<file path="src/rtl/vcmp_pkg.sv">
package vcmp_pkg;
  localparam int WORD_W = 16;

  typedef enum logic [1:0] {
    FMT_F  = 2'd0,
    FMT_D  = 2'd1,
    FMT_G  = 2'd2,
    FMT_DX = 2'd3
  } fmt_e;

  typedef enum logic [2:0] {
    CC_GT = 3'd0,
    CC_EQ = 3'd1,
    CC_LT = 3'd2,
    CC_R3 = 3'd3,
    CC_LE = 3'd4,
    CC_NE = 3'd5,
    CC_GE = 3'd6,
    CC_R7 = 3'd7
  } cc_e;
endpackage

</file>
<file path="src/rtl/vcmp_operand_decode.sv">
module vcmp_operand_decode
  import vcmp_pkg::*;
#(
  parameter int ELEM_W = 64
) (
  input  logic [ELEM_W-1:0] raw,
  input  fmt_e              fmt,
  output logic              neg,
  output logic              rsv,
  output logic [ELEM_W-2:0] mag
);
  localparam int WORDS = ELEM_W / WORD_W;

  logic [WORD_W-1:0] wsel [WORDS];
  logic [ELEM_W-2:0] mag_raw;
  logic              exp_zero;
  logic              sgn;

  // F keeps only the first two words; the rest are forced to zero
  for (genvar k = 0; k < WORDS; k++) begin : g_word
    if (k >= 2) begin : g_hi
      assign wsel[k] = (fmt == FMT_F) ? '0 : raw[k*WORD_W +: WORD_W];
    end else begin : g_lo
      assign wsel[k] = raw[k*WORD_W +: WORD_W];
    end
  end

  // word 0 (minus sign) is most significant, later words follow
  always_comb begin
    mag_raw = '0;
    mag_raw[ELEM_W-2 -: WORD_W-1] = wsel[0][WORD_W-2:0];
    for (int k = 1; k < WORDS; k++) begin
      mag_raw[(WORDS-1-k)*WORD_W +: WORD_W] = wsel[k];
    end
  end

  assign sgn      = raw[WORD_W-1];
  assign exp_zero = (fmt == FMT_G) ? (raw[14:4] == '0) : (raw[14:7] == '0);
  assign rsv      = sgn & exp_zero;
  assign neg      = sgn & ~exp_zero;
  assign mag      = exp_zero ? '0 : mag_raw;
endmodule

</file>
<file path="src/rtl/vcmp_relation.sv">
module vcmp_relation
  import vcmp_pkg::*;
#(
  parameter int MAG_W = 63
) (
  input  logic             a_neg,
  input  logic [MAG_W-1:0] a_mag,
  input  logic             b_neg,
  input  logic [MAG_W-1:0] b_mag,
  input  cc_e              cc,
  output logic             hit,
  output logic             cc_bad
);
  logic eq, gt, lt;

  always_comb begin
    eq = (a_neg == b_neg) && (a_mag == b_mag);
    if (a_neg != b_neg) gt = b_neg;
    else if (a_neg)     gt = a_mag < b_mag;
    else                gt = a_mag > b_mag;
    lt = !eq && !gt;
  end

  always_comb begin
    cc_bad = 1'b0;
    unique case (cc)
      CC_GT:   hit = gt;
      CC_EQ:   hit = eq;
      CC_LT:   hit = lt;
      CC_LE:   hit = lt | eq;
      CC_NE:   hit = !eq;
      CC_GE:   hit = gt | eq;
      default: begin
        hit    = 1'b0;
        cc_bad = 1'b1;
      end
    endcase
  end
endmodule

</file>
<file path="src/rtl/vcmp_mask_store.sv">
module vcmp_mask_store #(
  parameter int MASK_W = 64,
  localparam int IDX_W = $clog2(MASK_W)
) (
  input  logic              clk,
  input  logic              rst,
  input  logic              load,
  input  logic [MASK_W-1:0] load_val,
  input  logic              wr_en,
  input  logic [IDX_W-1:0]  wr_idx,
  input  logic              wr_bit,
  output logic [MASK_W-1:0] mask_q
);
  for (genvar i = 0; i < MASK_W; i++) begin : g_bit
    always_ff @(posedge clk) begin
      if (rst)                               mask_q[i] <= 1'b0;
      else if (load)                         mask_q[i] <= load_val[i];
      else if (wr_en && wr_idx == IDX_W'(i)) mask_q[i] <= wr_bit;
    end
  end

  // a load and an element write never meet at the same edge
  always_ff @(posedge clk) begin
    if (!rst) AST_LOAD_WRITE_EXCL: assert (!(load && wr_en));
  end
endmodule

</file>
<file path="src/rtl/vcmp_mask_unit.sv">
module vcmp_mask_unit
  import vcmp_pkg::*;
#(
  parameter int ELEM_W = 64,
  parameter int MASK_W = 64,
  localparam int VL_W  = $clog2(MASK_W + 1),
  localparam int IDX_W = $clog2(MASK_W)
) (
  input  logic              clk,
  input  logic              rst,
  input  logic              start,
  input  logic [2:0]        cond,
  input  logic [1:0]        fmt,
  input  logic              moe,
  input  logic              mtf,
  input  logic [VL_W-1:0]   vlen,
  input  logic              scalar_sel,
  input  logic [ELEM_W-1:0] scalar_val,
  input  logic [MASK_W-1:0] mask_init,
  input  logic              elem_valid,
  input  logic [ELEM_W-1:0] elem_a,
  input  logic [ELEM_W-1:0] elem_b,
  output logic [MASK_W-1:0] mask_q,
  output logic              busy,
  output logic              done,
  output logic              rop_flag,
  output logic              cond_err
);
  localparam int MAG_W = ELEM_W - 1;

  // latched operation
  cc_e               cc_q;
  fmt_e              fmt_q;
  logic              moe_q, mtf_q, scal_q;
  logic [ELEM_W-1:0] sval_q;
  logic [VL_W-1:0]   vlen_q;
  logic [IDX_W-1:0]  idx_q;
  logic              busy_q, done_q, rop_q, cerr_q;

  logic              accept, fire, last, skip_moe, wr_en, wr_bit;
  logic              hit, cc_bad, rsv_any;
  logic [VL_W-1:0]   vlen_clamp;
  logic [MASK_W-1:0] tail_keep;

  logic [ELEM_W-1:0] op_raw [2];
  logic              op_neg [2];
  logic              op_rsv [2];
  logic [MAG_W-1:0]  op_mag [2];

  assign op_raw[0] = scal_q ? sval_q : elem_a;
  assign op_raw[1] = elem_b;

  for (genvar s = 0; s < 2; s++) begin : g_dec
    vcmp_operand_decode #(.ELEM_W(ELEM_W)) dec_i (
      .raw (op_raw[s]),
      .fmt (fmt_q),
      .neg (op_neg[s]),
      .rsv (op_rsv[s]),
      .mag (op_mag[s])
    );
  end

  vcmp_relation #(.MAG_W(MAG_W)) rel_i (
    .a_neg  (op_neg[0]),
    .a_mag  (op_mag[0]),
    .b_neg  (op_neg[1]),
    .b_mag  (op_mag[1]),
    .cc     (cc_q),
    .hit    (hit),
    .cc_bad (cc_bad)
  );

  assign rsv_any    = op_rsv[0] | op_rsv[1];
  assign accept     = start && !busy_q;
  assign fire       = busy_q && elem_valid;
  assign last       = (VL_W'(idx_q) + VL_W'(1)) == vlen_q;
  assign vlen_clamp = (vlen > VL_W'(MASK_W)) ? VL_W'(MASK_W) : vlen;
  assign skip_moe   = moe_q && (mask_q[idx_q] != mtf_q);
  assign wr_en      = fire && !cc_bad && !skip_moe;
  assign wr_bit     = rsv_any ? 1'b0 : hit;

  for (genvar i = 0; i < MASK_W; i++) begin : g_tail
    assign tail_keep[i] = (VL_W'(i) >= vlen_q);
  end

  vcmp_mask_store #(.MASK_W(MASK_W)) store_i (
    .clk      (clk),
    .rst      (rst),
    .load     (accept),
    .load_val (mask_init),
    .wr_en    (wr_en),
    .wr_idx   (idx_q),
    .wr_bit   (wr_bit),
    .mask_q   (mask_q)
  );

  always_ff @(posedge clk) begin
    if (rst) begin
      cc_q   <= CC_GT;
      fmt_q  <= FMT_F;
      moe_q  <= 1'b0;
      mtf_q  <= 1'b0;
      scal_q <= 1'b0;
      sval_q <= '0;
      vlen_q <= '0;
      idx_q  <= '0;
      busy_q <= 1'b0;
      done_q <= 1'b0;
      rop_q  <= 1'b0;
      cerr_q <= 1'b0;
    end else begin
      done_q <= 1'b0;
      if (accept) begin
        cc_q   <= cc_e'(cond);
        fmt_q  <= fmt_e'(fmt);
        moe_q  <= moe;
        mtf_q  <= mtf;
        scal_q <= scalar_sel;
        sval_q <= scalar_val;
        vlen_q <= vlen_clamp;
        idx_q  <= '0;
        rop_q  <= 1'b0;
        cerr_q <= (cond == 3'd3) || (cond == 3'd7);
        busy_q <= (vlen_clamp != '0);
        done_q <= (vlen_clamp == '0);
      end else if (fire) begin
        idx_q <= idx_q + IDX_W'(1);
        if (rsv_any) rop_q <= 1'b1;
        if (last) begin
          busy_q <= 1'b0;
          done_q <= 1'b1;
        end
      end
    end
  end

  assign busy     = busy_q;
  assign done     = done_q;
  assign rop_flag = rop_q;
  assign cond_err = cerr_q;

  AST_TAIL_KEPT: assert property (@(posedge clk) disable iff (rst)
    busy_q |=> ((mask_q ^ $past(mask_q)) & $past(tail_keep)) == '0);
  AST_IDX_IN_RANGE: assert property (@(posedge clk) disable iff (rst)
    busy_q |-> (VL_W'(idx_q) < vlen_q));
  AST_MOE_SKIP: assert property (@(posedge clk) disable iff (rst)
    (fire && skip_moe) |=> mask_q[$past(idx_q)] == $past(mask_q[idx_q]));
  AST_ROP_ZERO: assert property (@(posedge clk) disable iff (rst)
    (fire && rsv_any && !skip_moe && !cc_bad) |=> (!mask_q[$past(idx_q)] && rop_q));
  AST_RSVD_CC_FROZEN: assert property (@(posedge clk) disable iff (rst)
    (busy_q && cerr_q) |=> mask_q == $past(mask_q));
  AST_DONE_IDLE: assert property (@(posedge clk) disable iff (rst)
    done_q |-> !busy_q);
  AST_START_CLEARS: assert property (@(posedge clk) disable iff (rst)
    accept |=> (!rop_q && mask_q == $past(mask_init)));
endmodule

</file>
<file path="config.mk">
export PLATFORM = sky130hd
export DESIGN_NAME = vcmp_mask_unit
export DESIGN_NICKNAME = d
export VERILOG_FILES = /design/src/rtl/vcmp_pkg.sv /design/src/rtl/vcmp_operand_decode.sv /design/src/rtl/vcmp_relation.sv /design/src/rtl/vcmp_mask_store.sv /design/src/rtl/vcmp_mask_unit.sv
export SDC_FILE = /design/constraint.sdc
export NUM_CORES = 1
export LEC_CHECK = 0
export ABC_CLOCK_PERIOD_IN_PS = 5610
export BUFFER_PORTS_ARGS = -buffer_cell sky130_fd_sc_hd__buf_2
export CORE_AREA = 2 2 146 204
export DETAILED_ROUTE_END_ITERATION = 6
export DIE_AREA = 0 0 148 206
export GPL_TIMING_DRIVEN = 0
export PLACE_DENSITY = 0.66
export SLEW_MARGIN = 20
export SYNTH_ARGS = -nofsm -noshare
export SYNTH_HDL_FRONTEND = slang
export SYNTH_HIERARCHICAL = 1
export SYNTH_SLANG_ARGS = --single-unit
</file>
<file path="constraint.sdc">
create_clock -name clk -period 5.61 [get_ports clk]
set_clock_uncertainty 0.1 [all_clocks]
set_input_delay 0.8415 -clock clk [delete_from_list [all_inputs] [get_ports clk]]
set_output_delay 0.8415 -clock clk [all_outputs]
set_load 0.02 [all_outputs]
</file>
* Word level (Yosys, flattened, before mapping) *
Cells that the tools add are included.

storage, ports and cells
  flip-flop bits (word level) = 153
  bits in latches = 0
  RAM bits = 0
  bits in read-only memories = 0
  word-level logic and storage cells = 472
  memories kept = 0

operators by class
  add/sub/neg operators = 2
  multipliers = 0
  divide/modulo/power cells = 0
  $lt $le $gt $ge = 4
  equality and inequality tests = 76
  shift operators = 0
  muxes and demuxes = 150
  bitwise gates (word level) = 9
  reductions and logical operators = 155

operators with widths
  kind                 count
  $eq 6x6->1 const B   32
  $mux 1               140
  $reduce_bool 2->1    66
  $mux 63              2
  $eq 6x5->1 const B   16
  $logic_and 1x1->1    71
  $mux 16              4
  $mux 64              1
  $eq 63x63->1         1
  $gt 63x63->1         1
  $lt 63x63->1         1
  $eq 6x4->1 const B   8
  $eq 6x3->1 const B   4
  $logic_not 11->1     2
  $logic_not 8->1      2
  $eq 3x3->1 const B   4
  $eq 6x2->1 const B   2
  $add 6x1->7 const B  1
  $eq 7x7->1           1
  $gt 7x7->1 const B   1
  $logic_not 7->1      1
  $lt 6x7->1 const B   1
  $mux 7               1
  $reduce_bool 7->1    1
  other kinds (20)     32

* Logic depth before layout (Yosys ltp) *
  word-level depth = 14
  gate-level depth with buffers = 24

* Hierarchy *
The synthesis kept the hierarchy.

modules (own cells, without submodules)
  module               times used  cells each  area an instance (µm²)  sequential area each (µm²)
  vcmp_mask_unit       1           535         4645.7                  1781.7
  vcmp_mask_store      1           406         3751.1                  1281.2
  vcmp_relation        1           256         1800.5                  0.0
  vcmp_operand_decode  2           81          555.5                   0.0

* Worst setup path before layout *
Ideal clock, no wire load.

  kind = register -> register
  from = register scal_q
  to = register store_i.mask_q[0]
  arrival time = 5.195 ns
  data required time = 5.430 ns
  path slack = 0.235 ns
  cell stages (with the launch flop) = 25
  path buffers = 6
  clock period less this slack = 5.375 ns
  cells stage by stage = dfxtp_1 > clkbuf_1 > clkbuf_1 > mux2_2 > nor4_2 > o311ai_2 > buf_6 > buf_6 > and2_4 > ha_1 > a21oi_1 > o21ai_0 > a21oi_1 > o21ai_1 > nor3_1 > mux2_2 > or4_1 > a41o_1 > a31oi_1 > and2_1 > nor2b_1 > buf_2 > clkbuf_1 > a21oi_1 > a211oi_2

RTL lines
  element                         line                   RTL
  start: declaration              vcmp_mask_unit.sv:34   logic moe_q, mtf_q, scal_q;
  start signal: assignment        vcmp_mask_unit.sv:118  scal_q <= scalar_sel;
  end signal: indexed assignment  vcmp_mask_store.sv:17  else if (load) mask_q[i] <= load_val[i];
  end signal: indexed assignment  vcmp_mask_store.sv:18  else if (wr_en && wr_idx == IDX_W'(i)) mask_q[i] <= wr_bit;
  end: declaration                vcmp_mask_store.sv:12  output logic [MASK_W-1:0] mask_q

==> qor.txt <==
Cell row count - 74
Die height - 206 um
Primary FF master, synth - dfxtp_1
Vias after detailed routing - 11800
Final WS setup - 0.105 ns
Crit path required time - 5.88 ns
Iter 0 DRT Violations - 619
Synthesized instance count - 1359
CP max stage delay - 0.49 ns
Unique cell type count in the Yosys netlist - 75
Critical path peak fanout - 10
Fin crit share - 98.1%
Clock-pin slew on the worst setup and hold paths - 0.07 ns
Sequential area share after synthesis - 27.1%
Share of cells above drive strength 1 - 36.5%
Minimum clock period - 5.50 ns
Crit path max-delay cell type - or4_1
Avg Cell Area, Syn - 8.32 um^2
FMAX - 182 MHz
Synth top area share - 27.1%
Number of global-route vias before repair - 11700
Routed Antenna Nets - 0
Mapped cell area - 11300 um^2
Layout area overhead - 29.0%
Synth top area cells - dfxtp_1 (27%), a21oi_1 (7.5%), a211oi_1 (7.3%)
WL final - 43.7 mm
Fraction of registers with async set/reset - 0%
Final Slew Violations - 0
GR Util All Layers - 27.5%
Run status - finished, final reports clean
Final Total Pwr - 0.00348 W
Largest net degree at the start of global routing - 17
Peak VDD IR - 0.204 mV
Residual DRC - 0
Placed Instance Area - 13500 um^2
Post-Syn Nets - 1698
EDFF count, synth - 0
Worst r2r path cells - 23
Leak pwr - 6.80 nW
WHS Path Cells - 2
Ys Warns - 6
Initial DRT Pass Iterations - 5
CP Data Arrival Time - 5.77 ns
Power density over the cells - 239 nW/um^2
Vias per inst - 5.54
I/O pin total - 343
CTS Buf Count - 17
Combinational share of power - 30.6%
CP Cell Sequence - buf_6 > mux2_4 > nor4_4 > o311ai_4 > buf_6 > buf_6 > and2_4 > ha_1 > a21oi_1 > o21ai_0 > a21oi_1 > o21ai_1 > nor3_2 > mux2_4 > or4_1 > a41o_1 > a31oi_1 > and2_1 > nor2b_4 > clkbuf_16 > clkbuf_16 > a21oi_1 > a211oi_2
Fin nets - 2074
H-tree depth - 4
Measured slew at the worst slew-check pin - 0.914 ns
Worst-case clock buffer depth - 2
Worst skew pair latency - 0.44 ns
DP Worst Slack - -1.38 ns
Yosys reg bits - 153
First-pass GRT wire length - 64.7 mm
Switching share of power - 33.1%
Seq pwr share - 35.6%
Slew Limit Headroom - 38.8%
Worst Hold Class - reg -> reg
Initial Util - 39.1%
Crit. End Element - register
Core region area - 28900 um^2
Sw Pwr - 0.00115 W
CTS Root Cell - clkbuf_16
Final HPWL DP - 33.7 mm
Max Cap Violations - 0
WS Path Type - reg -> reg
DIE AREA - 30500 um^2
PortBufs - 341
Clock share of power - 33.7%
Worst setup SP type - register
CTS tree - built
Internal power - 0.00233 W
Wire per inst - 20.5 um
Gr ovfl total - 0
Post-route design area - 14600 um^2
Clock Sinks - 153
Die width - 148 um
Cell taking the most area after synthesis - dfxtp_1
Setup-failing EPs final - 0
Final hold violation count - 0
Initial antenna violation count - 3
RePlAce Congestion - 0.930
## metal layers
layer  vias up  routed length [um]  GRT usage, %
met5         -                   0             0
met4         0                2600          16.2
met3       124                3280          5.89
met2       553               21800          49.6
met1      5469               15900          29.6
li1       5657                   -             -
## area by class of cell
type	count	area, um^2
Antenna cell	4	10.0
Inverter	73	274
Sequential cell	153	3070
Fill cell	2824	14300
Buffer	140	793
Clock inverter	9	118
Tap cell	380	475
Timing Repair Buffer	358	1940
Clock buffer	23	458
Multi-Input combinational cell	992	7450
## cell usage in the layout (no fill, tap or decap), types with 5 or more instances in the layout
cell type	Yosys	final
mux2i_1	5	5
buf_8	0	6
xor2_1	5	5
nand2_1	173	171
mux2_2	69	63
and2_4	38	38
o21ai_0	11	10
and3_1	69	69
clkbuf_1	97	91
nand4_1	12	12
a21oi_1	170	167
nand3_1	17	17
buf_2	23	363
clkbuf_16	0	22
inv_1	72	72
a22o_1	5	5
buf_4	4	13
nor2_1	30	30
nor3_1	13	8
a21o_2	10	10
mux4_1	5	5
dfxtp_1	153	152
buf_6	15	17
a21o_1	56	56
and2_1	13	13
mux4_2	9	9
a211oi_2	22	27
ha_1	64	62
a211oi_1	110	105
mux2_4	0	6
xnor2_1	7	7
## flip-flops by register name, summed over array words and instances (netlist names)
signal and count:
idx_q 6, cond_err 1, busy 1, rop_flag 1, store_i/mask_q 64, scal_q 1, done 1, cc_q 3
vlen_q 7, sval_q 64, mtf_q 1, fmt_q 2, moe_q 1
## Yosys cell counts (7+ instances only)
library cell / number
a211oi_1: 110
a211oi_2: 22
a21o_1: 56
a21o_2: 10
a21oi_1: 170
and2_1: 13
and2_4: 38
and3_1: 69
buf_2: 23
buf_6: 15
clkbuf_1: 97
dfxtp_1: 153
ha_1: 64
inv_1: 72
mux2_2: 69
mux4_2: 9
nand2_1: 173
nand3_1: 17
nand4_1: 12
nor2_1: 30
nor3_1: 13
o21ai_0: 11
xnor2_1: 7
## stage by stage
step / TNS, ns / hold slack, ns / util, % / instances
6_report: 0 / 0.351 / 50.5 / 2132
5_1_grt: -0.478 / 0.369 / 50.5 / 2131
4_1_cts: 0 / 0.355 / 49.4 / 2117
3_5_place_dp: -82.94 / 0.346 / 46.7 / 2080
3_3_place_gp: -84.47 / 0.338 / 46.7 / 2080
2_1_floorplan: 0 / 0.333 / - / 1359
## logic make-up after synthesis
kind of cell | count (synthesis) | synth area share [%]
adder cells (fa/ha/maj) | 64 | 7.08
flip-flops | 153 | 27.1
multiplexers | 88 | 10.3
XOR/XNOR | 12 | 0.929
AND/OR/NAND/NOR | 416 | 21.2
buffers and inverters | 214 | 8.49
AO/OA/AOI/OAI | 412 | 25.0
## final timing paths
check | startpoint | to | slack [ns]
max | scal_q | store_i/mask_q[2] | 0.11
min | sval_q[44] | sval_q[44] | 0.35
max reg2reg | scal_q | store_i/mask_q[2] | 0.11
min reg2reg | sval_q[44] | sval_q[44] | 0.35
## power by group through the flow
stage          combinational, W  clock, W  sequential [W]
6_report                0.00107   0.00117         0.00124
3_3_place_gp           0.000934         0         0.00126
5_1_grt                 0.00115   0.00124         0.00125
4_1_cts                0.000987   0.00120         0.00124
2_1_floorplan          0.000571         0         0.00129
3_5_place_dp           0.000944         0         0.00126
## worst max-delay path: cells and delay by family, from the launching register on
family,cells,cell delay (ns)
adder cells (fa/ha/maj),1,0.31
flip-flops,1,0.39
AND/OR/NAND/NOR,6,1.78
buffers and inverters,5,0.80
AO/OA/AOI/OAI,9,1.36
multiplexers,2,0.67
## timing repair
item / 4_1_cts / 5_1_grt
gates resized for setup: 41 / 39
setup endpoints to repair: 64 / 64
cloned: 2 / 5
buffers inserted: 3 / 7
hold buffers: 0 / 0
pin swaps: 5 / 46
hold endpoints to repair: 0 / 0
No activity file was read; power rests on OpenSTA's default activity.
